[src/rtl/traffic_pkg.sv]
package traffic_pkg;
  parameter int unsigned GRN_LSB = 20;
  parameter int unsigned GRN_W   = 12;
  parameter int unsigned RED_LSB = 8;
  parameter int unsigned RED_W   = 12;
  parameter int unsigned YEL_LSB = 0;
  parameter int unsigned YEL_W   = 8;
  parameter int unsigned CNT_W   = (GRN_W > RED_W) ? ((GRN_W > YEL_W) ? GRN_W : YEL_W)
                                                   : ((RED_W > YEL_W) ? RED_W : YEL_W);

  parameter int unsigned CTL_W    = 4;
  parameter int unsigned CTL_EN   = 0;
  parameter int unsigned CTL_BLY  = 1;
  parameter int unsigned CTL_BLR  = 2;
  parameter int unsigned CTL_PROF = 3;

  typedef enum logic [1:0] {
    LT_RED    = 2'd0,
    LT_GREEN  = 2'd1,
    LT_YELLOW = 2'd2
  } light_e;

  typedef enum logic [1:0] {
    MD_OFF,
    MD_RUN,
    MD_BLINK_RED,
    MD_BLINK_YEL
  } mode_e;

  typedef struct packed {
    logic [CNT_W-1:0] green_n;
    logic [CNT_W-1:0] yellow_n;
    logic [CNT_W-1:0] red_n;
  } dwell_t;

  function automatic mode_e decode_mode(input logic [CTL_W-1:0] c);
    if (!c[CTL_EN])      return MD_OFF;
    else if (c[CTL_BLR]) return MD_BLINK_RED;
    else if (c[CTL_BLY]) return MD_BLINK_YEL;
    else                 return MD_RUN;
  endfunction
endpackage

[src/rtl/traffic_regs.sv]
module traffic_regs
  import traffic_pkg::*;
#(
  parameter int unsigned ADDR_W = 8,
  parameter int unsigned DATA_W = 32,
  parameter logic [DATA_W-1:0] T0_RST = 32'hCAFE_1234,
  parameter logic [DATA_W-1:0] T1_RST = 32'hFACE_5678
) (
  input  logic              clk,
  input  logic              rst,
  input  logic              psel,
  input  logic              penable,
  input  logic              pwrite,
  input  logic [ADDR_W-1:0] paddr,
  input  logic [DATA_W-1:0] pwdata,
  input  logic [1:0]        status_in,
  output logic [DATA_W-1:0] prdata,
  output logic [CTL_W-1:0]  ctl_o,
  output logic [DATA_W-1:0] tmr0_o,
  output logic [DATA_W-1:0] tmr1_o
);
  localparam int unsigned NUM_SETS = 2;
  localparam logic [ADDR_W-1:0] OFS_CTL  = ADDR_W'(0);
  localparam logic [ADDR_W-1:0] OFS_STAT = ADDR_W'(4 * (NUM_SETS + 1));

  logic wr_acc, rd_setup, rd_acc;
  logic [CTL_W-1:0]  ctl_q;
  logic [DATA_W-1:0] tmr_q [NUM_SETS];
  logic [DATA_W-1:0] rd_mux, rd_hold;

  assign wr_acc   = psel & penable & pwrite;
  assign rd_setup = psel & ~penable & ~pwrite;
  assign rd_acc   = psel & penable & ~pwrite;

  always_ff @(posedge clk) begin
    if (rst)
      ctl_q <= '0;
    else if (wr_acc && paddr == OFS_CTL)
      ctl_q <= pwdata[CTL_W-1:0];
  end

  for (genvar i = 0; i < NUM_SETS; i++) begin : g_tmr
    localparam logic [ADDR_W-1:0] OFS_T = ADDR_W'(4 * (i + 1));
    localparam logic [DATA_W-1:0] RST_V = (i == 0) ? T0_RST : T1_RST;
    always_ff @(posedge clk) begin
      if (rst)
        tmr_q[i] <= RST_V;
      else if (wr_acc && paddr == OFS_T)
        tmr_q[i] <= pwdata;
    end
  end

  always_comb begin
    rd_mux = '0;
    if (paddr == OFS_CTL)
      rd_mux = DATA_W'(ctl_q);
    else if (paddr == OFS_STAT)
      rd_mux = DATA_W'(status_in);
    else
      for (int i = 0; i < NUM_SETS; i++)
        if (paddr == ADDR_W'(4 * (i + 1)))
          rd_mux = tmr_q[i];
  end

  always_ff @(posedge clk) begin
    if (rst)
      rd_hold <= '0;
    else if (rd_setup)
      rd_hold <= rd_mux;
  end

  assign prdata = rd_acc ? rd_hold : '0;
  assign ctl_o  = ctl_q;
  assign tmr0_o = tmr_q[0];
  assign tmr1_o = tmr_q[1];
endmodule

[src/rtl/traffic_dwell_sel.sv]
module traffic_dwell_sel
  import traffic_pkg::*;
#(
  parameter int unsigned DATA_W = 32
) (
  input  logic [DATA_W-1:0] tmr0,
  input  logic [DATA_W-1:0] tmr1,
  input  logic              profile,
  output dwell_t            dwell
);
  logic [DATA_W-1:0] word;

  assign word = profile ? tmr1 : tmr0;

  always_comb begin
    dwell.green_n  = CNT_W'(word[GRN_LSB +: GRN_W]);
    dwell.red_n    = CNT_W'(word[RED_LSB +: RED_W]);
    dwell.yellow_n = CNT_W'(word[YEL_LSB +: YEL_W]);
  end
endmodule

[src/rtl/traffic_seq.sv]
module traffic_seq
  import traffic_pkg::*;
(
  input  logic       clk,
  input  logic       rst,
  input  mode_e      mode_now,
  input  dwell_t     dwell,
  output logic [1:0] light,
  output logic       lamp
);
  mode_e            mode_q;
  light_e           st_q, st_d;
  logic [CNT_W-1:0] cnt_q, cnt_d;
  logic             lamp_q, lamp_d;
  logic             expired;

  assign expired = (cnt_q == '0);

  always_comb begin
    st_d   = st_q;
    cnt_d  = cnt_q;
    lamp_d = lamp_q;
    if (mode_now != mode_q) begin
      lamp_d = 1'b1;
      unique case (mode_now)
        MD_OFF:       begin st_d = LT_RED;    cnt_d = '0;             end
        MD_RUN:       begin st_d = LT_GREEN;  cnt_d = dwell.green_n;  end
        MD_BLINK_RED: begin st_d = LT_RED;    cnt_d = dwell.yellow_n; end
        default:      begin st_d = LT_YELLOW; cnt_d = dwell.yellow_n; end
      endcase
    end else begin
      unique case (mode_now)
        MD_OFF: begin
          st_d   = LT_RED;
          cnt_d  = '0;
          lamp_d = 1'b1;
        end
        MD_RUN: begin
          lamp_d = 1'b1;
          if (!expired) begin
            cnt_d = cnt_q - 1'b1;
          end else begin
            unique case (st_q)
              LT_GREEN:  begin st_d = LT_YELLOW; cnt_d = dwell.yellow_n; end
              LT_YELLOW: begin st_d = LT_RED;    cnt_d = dwell.red_n;    end
              default:   begin st_d = LT_GREEN;  cnt_d = dwell.green_n;  end
            endcase
          end
        end
        default: begin
          if (!expired) begin
            cnt_d = cnt_q - 1'b1;
          end else begin
            lamp_d = ~lamp_q;
            cnt_d  = dwell.yellow_n;
          end
        end
      endcase
    end
  end

  always_ff @(posedge clk) begin
    if (rst) begin
      mode_q <= MD_OFF;
      st_q   <= LT_RED;
      cnt_q  <= '0;
      lamp_q <= 1'b1;
    end else begin
      mode_q <= mode_now;
      st_q   <= st_d;
      cnt_q  <= cnt_d;
      lamp_q <= lamp_d;
    end
  end

  assign light = st_q;
  assign lamp  = lamp_q;
endmodule

[src/rtl/traffic_ctrl_top.sv]
module traffic_ctrl_top
  import traffic_pkg::*;
#(
  parameter int unsigned ADDR_W = 8,
  parameter int unsigned DATA_W = 32,
  parameter logic [DATA_W-1:0] T0_RST = 32'hCAFE_1234,
  parameter logic [DATA_W-1:0] T1_RST = 32'hFACE_5678
) (
  input  logic              clk,
  input  logic              rst,
  input  logic              psel,
  input  logic              penable,
  input  logic              pwrite,
  input  logic [ADDR_W-1:0] paddr,
  input  logic [DATA_W-1:0] pwdata,
  output logic [DATA_W-1:0] prdata,
  output logic [1:0]        light,
  output logic              lamp_on
);
  logic [CTL_W-1:0]  ctl_w;
  logic [DATA_W-1:0] tmr0_w, tmr1_w;
  dwell_t            dwell_w;
  mode_e             mode_w;
  logic [1:0]        light_w;

  traffic_regs #(
    .ADDR_W(ADDR_W), .DATA_W(DATA_W), .T0_RST(T0_RST), .T1_RST(T1_RST)
  ) u_regs (
    .clk(clk), .rst(rst), .psel(psel), .penable(penable), .pwrite(pwrite),
    .paddr(paddr), .pwdata(pwdata), .status_in(light_w), .prdata(prdata),
    .ctl_o(ctl_w), .tmr0_o(tmr0_w), .tmr1_o(tmr1_w)
  );

  traffic_dwell_sel #(.DATA_W(DATA_W)) u_sel (
    .tmr0(tmr0_w), .tmr1(tmr1_w), .profile(ctl_w[CTL_PROF]), .dwell(dwell_w)
  );

  assign mode_w = decode_mode(ctl_w);

  traffic_seq u_seq (
    .clk(clk), .rst(rst), .mode_now(mode_w), .dwell(dwell_w),
    .light(light_w), .lamp(lamp_on)
  );

  assign light = light_w;
endmodule

[config.mk]
export PLATFORM = sky130hd
export DESIGN_NAME = traffic_ctrl_top
export DESIGN_NICKNAME = d
export VERILOG_FILES = /design/src/rtl/traffic_pkg.sv /design/src/rtl/traffic_regs.sv /design/src/rtl/traffic_dwell_sel.sv /design/src/rtl/traffic_seq.sv /design/src/rtl/traffic_ctrl_top.sv
export SDC_FILE = /design/constraint.sdc
export NUM_CORES = 1
export LEC_CHECK = 0
export BUFFER_PORTS_ARGS = -buffer_cell sky130_fd_sc_hd__buf_2
export CORE_ASPECT_RATIO = 1.4
export CORE_MARGIN = 4
export CORE_UTILIZATION = 50
export CTS_CLUSTER_SIZE = 24
export DETAILED_ROUTE_END_ITERATION = 16
export GPL_TIMING_DRIVEN = 0
export PLACE_DENSITY = 0.74
export SLEW_MARGIN = 20
export SYNTH_ARGS = -nofsm -noshare
export SYNTH_HDL_FRONTEND = slang
export SYNTH_SLANG_ARGS = --single-unit
[constraint.sdc]
create_clock -name clk -period 2.8 [get_ports clk]
set_clock_uncertainty 0.1 [all_clocks]
set_input_delay 0.42 -clock clk [delete_from_list [all_inputs] [get_ports clk]]
set_output_delay 0.42 -clock clk [all_outputs]
set_load 0.01 [all_outputs]
==> results of run 1 <==
## per-layer routing
layer / share of wire, % / global-route usage, % / up-vias / routed length [um]
met1: 36 / 29.42 / 2502 / 6436
met2: 51 / 44.72 / 315 / 9252
met3: 7.0 / 5.335 / 79 / 1270
met4: 6.3 / 15.62 / 0 / 1136
met5: 0 / 0 / - / 0
li1: - / - / 2412 / -
## flip-flops by register name, summed over array words and instances, names as in the netlist
signal          flops
u_regs.tmr_q       64
u_regs.rd_hold     32
u_seq.cnt_q        12
u_regs.ctl_o        4
u_seq.light         2
u_seq.mode_q        2
u_seq.lamp          1
## per-stage QoR
stage          instance area, um2  setup WS [ns]
6_report                     7267         0.4807
5_1_grt                      7267         0.3575
4_1_cts                      7267         0.5176
3_5_place_dp                 6714        0.09948
3_3_place_gp                 6711        -0.3213
2_1_floorplan                6142         0.3779
## placed cells by master, fill, tap and decap left out, types with 34 or more instances in the layout
cell type and instances:
sky130_fd_sc_hd__buf_2 86, sky130_fd_sc_hd__nor3_1 34, sky130_fd_sc_hd__nor2_1 57, sky130_fd_sc_hd__nand2b_1 38
sky130_fd_sc_hd__clkbuf_1 36, sky130_fd_sc_hd__a21oi_1 42, sky130_fd_sc_hd__dfxtp_1 53, sky130_fd_sc_hd__edfxtp_1 64
sky130_fd_sc_hd__a22oi_1 34, sky130_fd_sc_hd__and2_1 63
## power by group through the flow
stage          Clock (mW)  Sequential (mW)  Combinational (mW)
3_5_place_dp            0             1.92               0.219
5_1_grt              2.10             1.89               0.240
2_1_floorplan           0             1.91               0.122
4_1_cts              2.01             1.89               0.222
6_report             2.03             1.89               0.227
3_3_place_gp            0             1.92               0.217
## worst max-delay path: stages (launching register included)
cell	delay, ns
sky130_fd_sc_hd__dfxtp_1	0.38
sky130_fd_sc_hd__inv_1	0.07
sky130_fd_sc_hd__ha_1	0.32
sky130_fd_sc_hd__clkbuf_1	0.37
sky130_fd_sc_hd__clkbuf_1	0.46
sky130_fd_sc_hd__a21oi_1	0.12
sky130_fd_sc_hd__o21ai_0	0.23
sky130_fd_sc_hd__a221oi_2	0.10
## worst min-delay path by stage
stage | end | cells after the start | slack, ns | start
final | u_regs.ctl_o[1] | 3 | 0.16 | pwdata[1]
after global routing | u_regs.tmr_q[1][25] | 2 | 0.17 | pwdata[25]
after CTS | u_regs.ctl_o[0] | 3 | 0.16 | pwdata[0]
after detailed placement | u_regs.rd_hold[21] | 2 | 0.37 | u_regs.rd_hold[21]
after global placement | u_regs.rd_hold[27] | 2 | 0.37 | u_regs.rd_hold[27]
after floorplan | u_regs.rd_hold[10] | 2 | 0.35 | u_regs.rd_hold[10]
## final cells by class
class | count | area (um2) | share of cell area, %
plain buffers | 45 | 192.7 | 2.652
clock buffers | 24 | 503.0 | 6.921
clock inverters | 8 | 50.05 | 0.6887
inverters | 8 | 30.03 | 0.4132
multi-input cells | 436 | 2939 | 40.44
flip-flops and latches | 117 | 2983 | 41.05
well taps | 147 | 183.9 | 2.531
repair buffers | 77 | 385.4 | 5.303
## kinds of logic after synthesis
family	after synthesis	synth area share, %
compound gates	134	14.85
xor+xnor	5	0.7131
fa+ha+maj	4	0.8149
buf+inv	53	3.626
flops	117	48.56
mux	48	9.432
simple gates	245	22.00
==> impl_metrics.prom, run 1 <==
# TYPE chip_impl_metric gauge
chip_impl_metric{name="global_route.overflow_total",unit=""} 0
chip_impl_metric{name="grt_pass1_wl",unit="um"} 28260
chip_impl_metric{name="ys_types",unit=""} 58
chip_impl_metric{name="power-per-cell-area",unit="nW/um2"} 570.2
chip_impl_metric{name="finalSetupViolCount",unit=""} 0
chip_impl_metric{name="worst-slew-pin-transition",unit="ns"} 0.8161
chip_impl_metric{name="floorplan.initialDensity",unit="%"} 51.45
chip_impl_info{name="hp-class",value="input pin to flip-flop"} 1
chip_impl_metric{name="peakVddDrop",unit="mV"} 0.4322
chip_impl_metric{name="avgSynthCellArea",unit="um2"} 10.14
chip_impl_metric{name="rrSetupSlack",unit="ns"} 0.48
chip_impl_metric{name="io_buffers",unit=""} 77
chip_impl_metric{name="placementRows",unit=""} 47
chip_impl_metric{name="final_net_count",unit=""} 751
chip_impl_metric{name="critical_path.max_fanout",unit=""} 10
chip_impl_metric{name="final.period_utilization",unit="%"} 82.83
chip_impl_metric{name="netlist_instances",unit=""} 606
chip_impl_metric{name="mappedNetlistNets",unit=""} 655
chip_impl_info{name="yosysMostFrequentCell",value="sky130_fd_sc_hd__edfxtp_1"} 1
chip_impl_metric{name="cts_hold_repair.buffers",unit=""} 0
chip_impl_info{name="r2r-start",value="u_seq.light[0]"} 1
chip_impl_metric{name="worst_ep_arrival_time",unit="ns"} 2.48
chip_impl_metric{name="async_flop_share",unit="%"} 0
chip_impl_metric{name="pwr-share-clk",unit="%"} 48.9
chip_impl_metric{name="internal_power",unit="mW"} 3.188
chip_impl_metric{name="clkLatencyLatePin",unit="ns"} 0.42
chip_impl_metric{name="die_height",unit="um"} 139.1
chip_impl_metric{name="yosysWarningCount",unit=""} 0
chip_impl_metric{name="grt_pass1_vias",unit=""} 5352
chip_impl_metric{name="drt_wl_total",unit="um"} 18100
chip_impl_metric{name="n_fill_cell",unit=""} 987
chip_impl_metric{name="post-route-util",unit="%"} 60.87
chip_impl_metric{name="clkSinkCount",unit=""} 117
chip_impl_info{name="synth_top_cell_by_area",value="sky130_fd_sc_hd__edfxtp_1"} 1
chip_impl_metric{name="grt_antenna_before_repair",unit=""} 0
chip_impl_metric{name="drcViolationCount",unit=""} 0
chip_impl_metric{name="power.share.switching",unit="%"} 23.06
chip_impl_metric{name="cap_viol_max_count",unit=""} 0
chip_impl_metric{name="number_of_clock_buffers_inserted_by_tritoncts",unit=""} 17
chip_impl_metric{name="dp.cells",unit=""} 830
chip_impl_metric{name="gp_routability_congestion",unit=""} 0.9346
chip_impl_metric{name="timing.max_slew.rel_slack",unit="%"} 45.59
chip_impl_info{name="synth.top_cells.by_area",value="sky130_fd_sc_hd__edfxtp_1 (31%), sky130_fd_sc_hd__dfxtp_1 (17%), sky130_fd_sc_hd__and2_1 (6.4%)"} 1
chip_impl_info{name="cp-endpoint",value="u_seq.cnt_q[5]"} 1
chip_impl_metric{name="num_antenna_cells",unit=""} 0
chip_impl_metric{name="grt_start_max_net_pins",unit=""} 33
chip_impl_metric{name="route.detailed.wl_per_inst",unit="um"} 20.99
chip_impl_metric{name="first_iteration_detailed_routing_drc_count",unit=""} 639
chip_impl_metric{name="cts.repair_timing.setup_buffer_count",unit=""} 0
chip_impl_metric{name="timing.critical_path.required",unit="ns"} 2.96
chip_impl_info{name="worstSetupEndpointType",value="flip-flop"} 1
chip_impl_metric{name="clock_tree.htree_level_count",unit=""} 4
chip_impl_metric{name="area_delta_synth_final",unit="%"} 18.31
chip_impl_metric{name="globalRouteTotalUtil",unit="%"} 26.19
chip_impl_metric{name="r2r_cells",unit=""} 7
chip_impl_info{name="timing.critical_path.from_type",value="flip-flop"} 1
chip_impl_metric{name="fin_worst_hold_slack",unit="ns"} 0.1648
chip_impl_metric{name="p_sw",unit="uW"} 955.7
chip_impl_info{name="rsz0062_at_grt",value="false"} 1
chip_impl_metric{name="synth.yosys.seq_area_share",unit="%"} 48.56
chip_impl_metric{name="max_freq",unit="MHz"} 431.2
chip_impl_metric{name="fin_setup_tns",unit="ns"} 0
chip_impl_metric{name="post_synth_edffs",unit=""} 64
chip_impl_metric{name="vias_per_cell",unit=""} 6.158
chip_impl_info{name="start_point_of_the_critical_path",value="u_seq.light[0]"} 1
chip_impl_metric{name="power.leakage",unit="nW"} 2.780
chip_impl_metric{name="fp.dieW",unit="um"} 101.7
chip_impl_metric{name="cts.repair.resized",unit=""} 0
chip_impl_metric{name="power.share.sequential",unit="%"} 45.6
chip_impl_metric{name="synth.cell_area",unit="um2"} 6142
chip_impl_metric{name="hold_violations",unit=""} 0
chip_impl_metric{name="via_count",unit=""} 5308
chip_impl_metric{name="first_pass_iters",unit=""} 6
chip_impl_info{name="clock_tree_from_tritoncts",value="done"} 1
chip_impl_metric{name="antenna_violating_nets_post_route",unit=""} 0
chip_impl_info{name="ys_top_cells_by_count",value="sky130_fd_sc_hd__edfxtp_1 (64), sky130_fd_sc_hd__and2_1 (63), sky130_fd_sc_hd__nor2_1 (57)"} 1
chip_impl_info{name="clock_tree.root_cell",value="sky130_fd_sc_hd__clkbuf_16"} 1
chip_impl_metric{name="detailed_place_hpwl",unit="um"} 13030
chip_impl_metric{name="cts.clk_slew.worst_paths",unit="ns"} 0.06
chip_impl_metric{name="drive_gt1_share",unit="%"} 21.82
chip_impl_metric{name="ioPinCount",unit=""} 80
chip_impl_metric{name="area_of_the_die",unit="um2"} 14150
chip_impl_info{name="critical_path_class",value="flip-flop to flip-flop"} 1
chip_impl_metric{name="final-instance-count-excl-fill",unit=""} 862
chip_impl_metric{name="netlist.area_leader.share",unit="%"} 31.29
chip_impl_metric{name="power.share.combinational",unit="%"} 5.5
chip_impl_metric{name="number_of_pins_exceeding_their_max_slew_limit_in_the_final_report",unit=""} 0
chip_impl_info{name="outcome",value="finished, final reports clean"} 1
chip_impl_metric{name="core_area",unit="um2"} 11940
chip_impl_metric{name="number_of_synthesized_register_bits",unit=""} 117
chip_impl_info{name="dominantRegCellSynth",value="sky130_fd_sc_hd__edfxtp_1"} 1
chip_impl_info{name="crit-reg2reg-capture",value="u_seq.cnt_q[5]"} 1
chip_impl_metric{name="p_total",unit="mW"} 4.144
chip_impl_metric{name="clk_path_buf_depth",unit=""} 2
chip_impl_metric{name="final_period_minus_worst_setup_slack",unit="ns"} 2.319
No activity file was read; power rests on OpenSTA's default activity.
==> run 2, diff against run 1 <==
ABC_AREA = 1   (was unset)
PLACE_DENSITY = 0.73   (was 0.74)
clock period = 2.3 ns   (was 2.8 ns; I/O delays follow)
==> impl_metrics.prom, run 2 <==
# TYPE chip_impl_metric gauge
chip_impl_info{name="final_common_cell",value="sky130_fd_sc_hd__nand2_1"} 1
chip_impl_metric{name="number_of_synthesized_register_bits",unit=""} 117
chip_impl_info{name="start_point_of_the_critical_path",value="rst"} 1
chip_impl_metric{name="final_net_count",unit=""} 1047
chip_impl_metric{name="ys_types",unit=""} 34
chip_impl_metric{name="largest_register_ff_count",unit=""} 64
chip_impl_info{name="rsz0062_at_grt",value="true"} 1
chip_impl_metric{name="area_of_the_die",unit="um2"} 14650
chip_impl_info{name="worstSetupEndpointType",value="flip-flop"} 1
chip_impl_metric{name="number_of_buffer_and_inverter_instances_along_the_worst_setup_path",unit=""} 4
chip_impl_metric{name="clkSinkCount",unit=""} 117
chip_impl_metric{name="route.detailed.wl_per_inst",unit="um"} 15.99
chip_impl_metric{name="number_of_clock_buffers_inserted_by_tritoncts",unit=""} 17
chip_impl_metric{name="power.leakage",unit="nW"} 3.358
chip_impl_metric{name="via_count",unit=""} 6081
chip_impl_metric{name="async_flop_share",unit="%"} 0
chip_impl_metric{name="clkLatencyLatePin",unit="ns"} 0.42
chip_impl_info{name="clock_tree_from_tritoncts",value="done"} 1
chip_impl_metric{name="ioPinCount",unit=""} 80
chip_impl_metric{name="preCtsSetupSlack",unit="ns"} -0.2777
chip_impl_metric{name="cts.clk_slew.worst_paths",unit="ns"} 0.06
chip_impl_metric{name="hold_violations",unit=""} 0
chip_impl_metric{name="placementRows",unit=""} 48
chip_impl_metric{name="cts_hold_repair.buffers",unit=""} 0
chip_impl_metric{name="finalSetupViolCount",unit=""} 0
chip_impl_metric{name="netlist.area_leader.share",unit="%"} 30.15
chip_impl_metric{name="max_freq",unit="MHz"} 455.6
chip_impl_info{name="layout_top_registers",value="u_regs.tmr_q (64), u_regs.rd_hold (32), u_seq.cnt_q (12)"} 1
chip_impl_metric{name="peakVddDrop",unit="mV"} 0.5881
chip_impl_metric{name="worst_ep_arrival_time",unit="ns"} 2.14
chip_impl_metric{name="dp.cells",unit=""} 1129
chip_impl_metric{name="number_of_pins_exceeding_their_max_slew_limit_in_the_final_report",unit=""} 0
chip_impl_metric{name="synth.cell_area",unit="um2"} 6375
chip_impl_info{name="final_cell_mix",value="sky130_fd_sc_hd__nand2_1 (274), sky130_fd_sc_hd__inv_1 (133), sky130_fd_sc_hd__nor2_1 (113)"} 1
chip_impl_info{name="yosysMostFrequentCell",value="sky130_fd_sc_hd__nand2_1"} 1
chip_impl_info{name="dominantRegCellSynth",value="sky130_fd_sc_hd__edfxtp_1"} 1
chip_impl_metric{name="final_period_minus_worst_setup_slack",unit="ns"} 2.195
chip_impl_metric{name="global_route.overflow_total",unit=""} 0
chip_impl_metric{name="core_area",unit="um2"} 12430
chip_impl_metric{name="grt_pass1_vias",unit=""} 5700
chip_impl_metric{name="num_antenna_cells",unit=""} 0
chip_impl_info{name="regMostFlops",value="u_regs.tmr_q"} 1
chip_impl_info{name="hp-class",value="input pin to flip-flop"} 1
chip_impl_info{name="clock_tree.root_cell",value="sky130_fd_sc_hd__clkbuf_16"} 1
chip_impl_metric{name="power-per-cell-area",unit="nW/um2"} 701.7
chip_impl_info{name="crit_top_cell",value="sky130_fd_sc_hd__buf_2"} 1
chip_impl_info{name="timing.critical_path.from_type",value="input pin"} 1
chip_impl_info{name="r2r-start",value="u_seq.light[1]"} 1
chip_impl_metric{name="avgSynthCellArea",unit="um2"} 7.083
chip_impl_metric{name="io_buffers",unit=""} 79
chip_impl_info{name="outcome",value="finished, final reports clean"} 1
chip_impl_metric{name="crit_cells",unit=""} 5
chip_impl_metric{name="post-route-util",unit="%"} 60.98
chip_impl_metric{name="grt_antenna_before_repair",unit=""} 0
chip_impl_metric{name="yosysWarningCount",unit=""} 0
chip_impl_info{name="synth_top_cell_by_area",value="sky130_fd_sc_hd__edfxtp_1"} 1
chip_impl_metric{name="drive_gt1_share",unit="%"} 15.03
chip_impl_info{name="cp-endpoint",value="u_regs.tmr_q[0][19]"} 1
chip_impl_metric{name="globalRouteTotalUtil",unit="%"} 26.46
chip_impl_metric{name="clk_path_buf_depth",unit=""} 2
chip_impl_metric{name="worst-slew-pin-transition",unit="ns"} 0.8206
chip_impl_metric{name="synth.yosys.seq_area_share",unit="%"} 46.79
chip_impl_info{name="timing.critical_path.slowest_stage_cell",value="sky130_fd_sc_hd__nand2_2"} 1
chip_impl_metric{name="first_iteration_detailed_routing_drc_count",unit=""} 549
chip_impl_metric{name="rrSetupSlack",unit="ns"} 0.16
chip_impl_metric{name="netlist_instances",unit=""} 900
chip_impl_info{name="ys_top_cells_by_count",value="sky130_fd_sc_hd__nand2_1 (276), sky130_fd_sc_hd__inv_1 (133), sky130_fd_sc_hd__nor2_1 (113)"} 1
chip_impl_metric{name="cts.repair_timing.setup_buffer_count",unit=""} 0
chip_impl_metric{name="grt_start_max_net_pins",unit=""} 33
chip_impl_metric{name="critical_path.max_fanout",unit=""} 32
chip_impl_metric{name="final.period_utilization",unit="%"} 95.44
chip_impl_info{name="critical_path.top_delay_family",value="buffers and inverters"} 1
chip_impl_metric{name="clock_tree.htree_level_count",unit=""} 4
chip_impl_metric{name="slowest_delay",unit="ns"} 0.63
chip_impl_metric{name="final-instance-count-excl-fill",unit=""} 1161
chip_impl_info{name="critical_path_class",value="input pin to flip-flop"} 1
chip_impl_metric{name="n_fill_cell",unit=""} 1173
chip_impl_metric{name="first_pass_iters",unit=""} 7
chip_impl_metric{name="floorplan.initialDensity",unit="%"} 51.28
chip_impl_metric{name="timing.critical_path.required",unit="ns"} 2.25
chip_impl_metric{name="gp_routability_congestion",unit=""} 1.011
chip_impl_metric{name="drcViolationCount",unit=""} 0
chip_impl_metric{name="detailed_place_hpwl",unit="um"} 14090
chip_impl_metric{name="timing.max_slew.rel_slack",unit="%"} 45.10
chip_impl_metric{name="grt_pass1_wl",unit="um"} 28990
chip_impl_metric{name="mappedNetlistNets",unit=""} 949
chip_impl_metric{name="cap_viol_max_count",unit=""} 0
chip_impl_metric{name="antenna_violating_nets_post_route",unit=""} 0
chip_impl_metric{name="area_delta_synth_final",unit="%"} 18.92
chip_impl_metric{name="drt_wl_total",unit="um"} 18560
chip_impl_metric{name="post_synth_edffs",unit=""} 64
chip_impl_metric{name="final_worst_slack",unit="ns"} 0.1049
chip_impl_info{name="crit-reg2reg-capture",value="u_seq.cnt_q[11]"} 1
chip_impl_metric{name="die_height",unit="um"} 141.6
chip_impl_metric{name="fin_worst_hold_slack",unit="ns"} 0.08694
chip_impl_info{name="synth.top_cells.by_area",value="sky130_fd_sc_hd__edfxtp_1 (30%), sky130_fd_sc_hd__dfxtp_1 (17%), sky130_fd_sc_hd__nand2_1 (16%)"} 1
chip_impl_info{name="timing.critical_path.cells",value="buf_2 -> clkbuf_1 -> inv_1 -> buf_2 -> nand2_2"} 1
chip_impl_metric{name="fp.dieW",unit="um"} 103.4
chip_impl_metric{name="vias_per_cell",unit=""} 5.238
chip_impl_metric{name="r2r_cells",unit=""} 8
chip_impl_metric{name="cts.repair.resized",unit=""} 0
==> run 2: cell count changes in the layout (fill, tap and decap cells not counted), sizes merged, moves of 49 or more <==
cell / change
nand2: +264
nor2: +61
inv: +138
nand3: +49
and2: -63
o21ai: +52
==> run 2: layer usage <==
| metal | global-route usage [%] | vias to the layer above | wire length, um | part of all wire [%] |
|---|---|---|---|---|
| met5 | 0 | - | 0 | 0 |
| met4 | 13.71 | 0 | 840 | 4.5 |
| met3 | 4.525 | 55 | 1277 | 6.9 |
| met2 | 44.89 | 257 | 9326 | 50 |
| met1 | 31.44 | 2746 | 7118 | 38 |
| li1 | - | 3023 | - | - |
==> run 2: tightest hold or removal path: stages <==
cell and delay (ns):
sky130_fd_sc_hd__buf_2 0.07, sky130_fd_sc_hd__inv_1 0.04, sky130_fd_sc_hd__nand2_1 0.05
==> run 2: power by group <==
part           internal, mW  leakage, nW  switching, mW
Clock                  1.73        0.303           1.06
Combinational        0.0649         2.00          0.165
Sequential             2.26         1.06         0.0286
==> run 2: metrics by stage <==
| step | power [mW] | area [um2] | setup TNS (ns) |
|---|---|---|---|
| after floorplan | 2.450 | 6375 | 0 |
| after detailed placement | 2.560 | 6963 | -17.64 |
| after global routing | 5.455 | 7581 | -0.3292 |
| final | 5.319 | 7581 | 0 |
| after CTS | 5.321 | 7580 | 0 |
| after global placement | 2.555 | 6958 | -48.46 |
==> run 2: worst min path at each step <==
stage                          end                from  slack [ns]  cells after the start
2_1_floorplan   u_regs.rd_hold[10]  u_regs.rd_hold[10]        0.35                      2
3_3_place_gp     u_regs.rd_hold[7]   u_regs.rd_hold[7]        0.35                      2
3_5_place_dp     u_regs.rd_hold[7]   u_regs.rd_hold[7]        0.36                      2
4_1_cts        u_regs.tmr_q[1][14]          pwdata[14]        0.08                      3
5_1_grt        u_regs.tmr_q[1][29]          pwdata[29]        0.09                      3
6_report       u_regs.tmr_q[1][14]          pwdata[14]        0.09                      3
==> run 2: cell type report <==
class	instances	area [um2]	share of cell area [%]
plain buffers	38	182.7	2.410
clock buffers	17	425.4	5.611
clock inverters	15	191.4	2.525
inverters	142	534.3	7.047
multi-input cells	603	2681	35.37
flip-flops and latches	117	2983	39.35
well taps	150	187.7	2.476
repair buffers	79	395.4	5.215
==> run 2: cells by family after synthesis <==
| logic type | share of synthesized area (%) |
|---|---|
| buf+inv | 11.23 |
| simple gates | 29.62 |
| compound gates | 10.76 |
| fa+ha+maj | 0.7851 |
| flops | 46.79 |
| xor+xnor | 0.8243 |
==> run 3, diff against run 2 <==
SYNTH_HIERARCHICAL = 1   (was unset)
==> impl_metrics.prom, run 3 <==
# TYPE chip_impl_metric gauge
chip_impl_info{name="outcome",value="finished, final reports clean"} 1
chip_impl_info{name="yosysMostFrequentCell",value="sky130_fd_sc_hd__nand2_1"} 1
chip_impl_metric{name="grt_antenna_before_repair",unit=""} 0
chip_impl_metric{name="rrSetupSlack",unit="ns"} 0.18
chip_impl_metric{name="final_worst_slack",unit="ns"} 0.1773
chip_impl_metric{name="core_area",unit="um2"} 12810
chip_impl_metric{name="power.share.switching",unit="%"} 20.59
chip_impl_info{name="timing.critical_path.from_type",value="flip-flop"} 1
chip_impl_metric{name="fp.dieW",unit="um"} 104.5
chip_impl_info{name="synth_top_cell_by_area",value="sky130_fd_sc_hd__edfxtp_1"} 1
chip_impl_metric{name="power.share.combinational",unit="%"} 4.4
chip_impl_metric{name="cts.repair.resized",unit=""} 0
chip_impl_metric{name="dp.cells",unit=""} 1147
chip_impl_metric{name="hold_violations",unit=""} 0
chip_impl_metric{name="first_iteration_detailed_routing_drc_count",unit=""} 315
chip_impl_metric{name="critical_path.max_fanout",unit=""} 10
chip_impl_metric{name="post_synth_edffs",unit=""} 64
chip_impl_info{name="critical_path_class",value="flip-flop to flip-flop"} 1
chip_impl_metric{name="antenna_violating_nets_post_route",unit=""} 0
chip_impl_metric{name="power-per-cell-area",unit="nW/um2"} 681.9
chip_impl_info{name="hp-class",value="input pin to flip-flop"} 1
chip_impl_metric{name="final.period_utilization",unit="%"} 92.29
chip_impl_metric{name="placementRows",unit=""} 49
chip_impl_metric{name="cts.repair_timing.setup_buffer_count",unit=""} 0
chip_impl_metric{name="register_area",unit="um2"} 2983
chip_impl_metric{name="num_antenna_cells",unit=""} 0
chip_impl_metric{name="r2r_cells",unit=""} 8
chip_impl_info{name="synth.top_cells.by_area",value="sky130_fd_sc_hd__edfxtp_1 (29%), sky130_fd_sc_hd__nand2_1 (21%), sky130_fd_sc_hd__dfxtp_1 (16%)"} 1
chip_impl_info{name="dominantRegCellSynth",value="sky130_fd_sc_hd__edfxtp_1"} 1
chip_impl_metric{name="drcViolationCount",unit=""} 0
chip_impl_metric{name="largest_register_ff_count",unit=""} 64
chip_impl_metric{name="number_of_pins_exceeding_their_max_slew_limit_in_the_final_report",unit=""} 0
chip_impl_info{name="regMostFlops",value="u_regs/tmr_q"} 1
chip_impl_metric{name="multi_input_area",unit="um2"} 2815
chip_impl_metric{name="grt_start_max_net_pins",unit=""} 33
chip_impl_metric{name="slowest_delay",unit="ns"} 0.40
chip_impl_metric{name="async_flop_share",unit="%"} 0
chip_impl_metric{name="timing.max_slew.rel_slack",unit="%"} 43.77
chip_impl_info{name="final_cell_mix",value="sky130_fd_sc_hd__nand2_1 (370), sky130_fd_sc_hd__inv_1 (103), sky130_fd_sc_hd__buf_2 (94)"} 1
chip_impl_metric{name="avgSynthCellArea",unit="um2"} 7.152
chip_impl_metric{name="max_freq",unit="MHz"} 471.1
chip_impl_metric{name="n_fill_cell",unit=""} 1183
chip_impl_metric{name="fin_worst_hold_slack",unit="ns"} 0.1054
chip_impl_info{name="timing.critical_path.slowest_stage_cell",value="sky130_fd_sc_hd__dfxtp_1"} 1
chip_impl_metric{name="worst_ep_arrival_time",unit="ns"} 2.32
chip_impl_metric{name="drive_gt1_share",unit="%"} 18.03
chip_impl_metric{name="yosysWarningCount",unit=""} 6
chip_impl_info{name="ys_top_cells_by_count",value="sky130_fd_sc_hd__nand2_1 (372), sky130_fd_sc_hd__inv_1 (103), sky130_fd_sc_hd__nor2_1 (80)"} 1
chip_impl_metric{name="final-instance-count-excl-fill",unit=""} 1179
chip_impl_info{name="clock_tree.root_cell",value="sky130_fd_sc_hd__clkbuf_16"} 1
chip_impl_metric{name="die_height",unit="um"} 143.1
chip_impl_metric{name="vias_per_cell",unit=""} 5.020
chip_impl_info{name="layout_top_registers",value="u_regs/tmr_q (64), u_regs/rd_hold (32), u_seq/cnt_q (12)"} 1
chip_impl_metric{name="grt_pass1_wl",unit="um"} 27650
chip_impl_info{name="clock_tree_from_tritoncts",value="done"} 1
chip_impl_metric{name="route.detailed.wl_per_inst",unit="um"} 14.60
chip_impl_metric{name="peakVddDrop",unit="mV"} 0.5357
chip_impl_metric{name="final_net_count",unit=""} 1062
chip_impl_info{name="timing.critical_path.cells",value="inv_1 -> ha_1 -> inv_2 -> clkbuf_1 -> nand3_1 -> o211ai_1 -> a21oi_1 -> o21a_1"} 1
chip_impl_metric{name="number_of_clock_buffers_inserted_by_tritoncts",unit=""} 17
chip_impl_metric{name="p_sw",unit="mW"} 1.087
chip_impl_metric{name="final_period_minus_worst_setup_slack",unit="ns"} 2.123
chip_impl_metric{name="cts_hold_repair.buffers",unit=""} 0
chip_impl_metric{name="power.leakage",unit="nW"} 3.465
chip_impl_metric{name="cts.clk_slew.worst_paths",unit="ns"} 0.05
chip_impl_metric{name="grt_pass1_vias",unit=""} 5622
chip_impl_info{name="rsz0062_at_grt",value="false"} 1
chip_impl_metric{name="synth.yosys.seq_area_share",unit="%"} 45.73
chip_impl_metric{name="timing.critical_path.required",unit="ns"} 2.49
chip_impl_metric{name="post-route-util",unit="%"} 60.42
chip_impl_metric{name="clk_path_buf_depth",unit=""} 2
chip_impl_metric{name="ioPinCount",unit=""} 80
chip_impl_metric{name="ys_types",unit=""} 34
chip_impl_metric{name="clkSinkCount",unit=""} 117
chip_impl_metric{name="preCtsSetupSlack",unit="ns"} -0.03473
chip_impl_metric{name="internal_power",unit="mW"} 4.193
chip_impl_info{name="final_common_cell",value="sky130_fd_sc_hd__nand2_1"} 1
chip_impl_metric{name="globalRouteTotalUtil",unit="%"} 23.69
chip_impl_metric{name="fin_setup_tns",unit="ns"} 0
chip_impl_metric{name="global_route.overflow_total",unit=""} 0
chip_impl_metric{name="netlist_instances",unit=""} 912
chip_impl_metric{name="via_count",unit=""} 5919
chip_impl_metric{name="cap_viol_max_count",unit=""} 0
chip_impl_metric{name="power.share.sequential",unit="%"} 43.6
chip_impl_metric{name="worst-slew-pin-transition",unit="ns"} 0.8405
chip_impl_info{name="hold_path_startpoint",value="pwdata[18]"} 1
chip_impl_metric{name="detailed_place_hpwl",unit="um"} 12850
chip_impl_metric{name="clkLatencyLatePin",unit="ns"} 0.41
chip_impl_metric{name="area_delta_synth_final",unit="%"} 18.70
chip_impl_metric{name="first_pass_iters",unit=""} 5
chip_impl_metric{name="number_of_synthesized_register_bits",unit=""} 117
chip_impl_metric{name="area_of_the_die",unit="um2"} 14960
chip_impl_metric{name="drt_wl_total",unit="um"} 17220
chip_impl_info{name="worstSetupEndpointType",value="flip-flop"} 1
chip_impl_metric{name="synth.cell_area",unit="um2"} 6523
chip_impl_info{name="start_point_of_the_critical_path",value="u_seq/light[0]"} 1
chip_impl_metric{name="gp_routability_congestion",unit=""} 0.8916
chip_impl_info{name="r2r-start",value="u_seq/light[0]"} 1
chip_impl_info{name="cp-endpoint",value="u_seq/cnt_q[5]"} 1
chip_impl_metric{name="pwr-share-clk",unit="%"} 52.1
chip_impl_metric{name="clock_tree.htree_level_count",unit=""} 4
chip_impl_metric{name="floorplan.initialDensity",unit="%"} 50.90
chip_impl_metric{name="netlist.area_leader.share",unit="%"} 29.46
chip_impl_metric{name="io_buffers",unit=""} 79
chip_impl_metric{name="finalSetupViolCount",unit=""} 0
chip_impl_info{name="crit-reg2reg-capture",value="u_seq/cnt_q[5]"} 1
run 3: changes by cell type in the layout (fill, tap and decap cells not counted), sizes merged, moves of 4 or more:
cell,change
nand2,+104
o21ai,-39
inv,-34
nand3,-24
nor2,-22
buf,+16
a21oi,+10
a31oi,+8
o22ai,-7
conb,+4
nor3,-4
run 3: power groups by stage:
stage               combinational, mW  sequential [mW]  clock [mW]
CTS                             0.229             2.30        2.77
finish                          0.230             2.30        2.75
global route                    0.257             2.31        2.88
global placement                0.224             2.34           0
floorplan                       0.129             2.33           0
detailed placement              0.227             2.34           0
run 3: cell families (layout without fill, tap and decap cells):
logic type / Yosys count / in the layout / synth area share (%)
compound gates: 103 / 103 / 8.671
fa+ha+maj: 4 / 4 / 0.7673
flops: 117 / 117 / 45.73
simple gates: 518 / 518 / 31.96
buf+inv: 159 / 270 / 11.36
other cells: 1 / 4 / 0.05749
xor+xnor: 10 / 10 / 1.458
run 3: layout make-up:
type	count	share of cell area, %
clock buffers	22	5.995
clock inverters	10	1.972
repair buffers	79	5.107
well taps	153	2.473
plain buffers	46	3.992
multi-input cells	639	36.36
flip-flops and latches	117	38.53
inverters	113	5.575
run 3: stage by stage:
step                power, mW  cell area [um2]
floorplan               2.460             6534
global placement        2.565             7121
detailed placement      2.569             7126
CTS                     5.303             7742
global route            5.440             7742
finish                  5.279             7742
run 3: worst min path at each step:
stage | to | slack [ns] | cells past startpoint
6_report | u_regs/tmr_q[1][18] | 0.11 | 3
5_1_grt | u_regs/tmr_q[1][4] | 0.10 | 3
4_1_cts | u_regs/tmr_q[1][19] | 0.09 | 3
3_5_place_dp | u_regs/rd_hold[7] | 0.36 | 2
3_3_place_gp | u_regs/rd_hold[7] | 0.35 | 2
2_1_floorplan | u_regs/rd_hold[0] | 0.35 | 2
run 3: critical path: cells and delay by family (launching register included):
kind	cells	cell delay, ns
AO/OA/AOI/OAI	3	0.41
flip-flops	1	0.40
buffers and inverters	3	0.59
adder cells (fa/ha/maj)	1	0.32
AND/OR/NAND/NOR	1	0.19
run 3: layer usage:
metal	vias to the layer above	wire length [um]	track usage, %
li1	3030	-	-
met4	0	554	10.01
met1	2669	7029	27.38
met3	41	936	4.930
met2	179	8695	42.61
met5	-	0	0
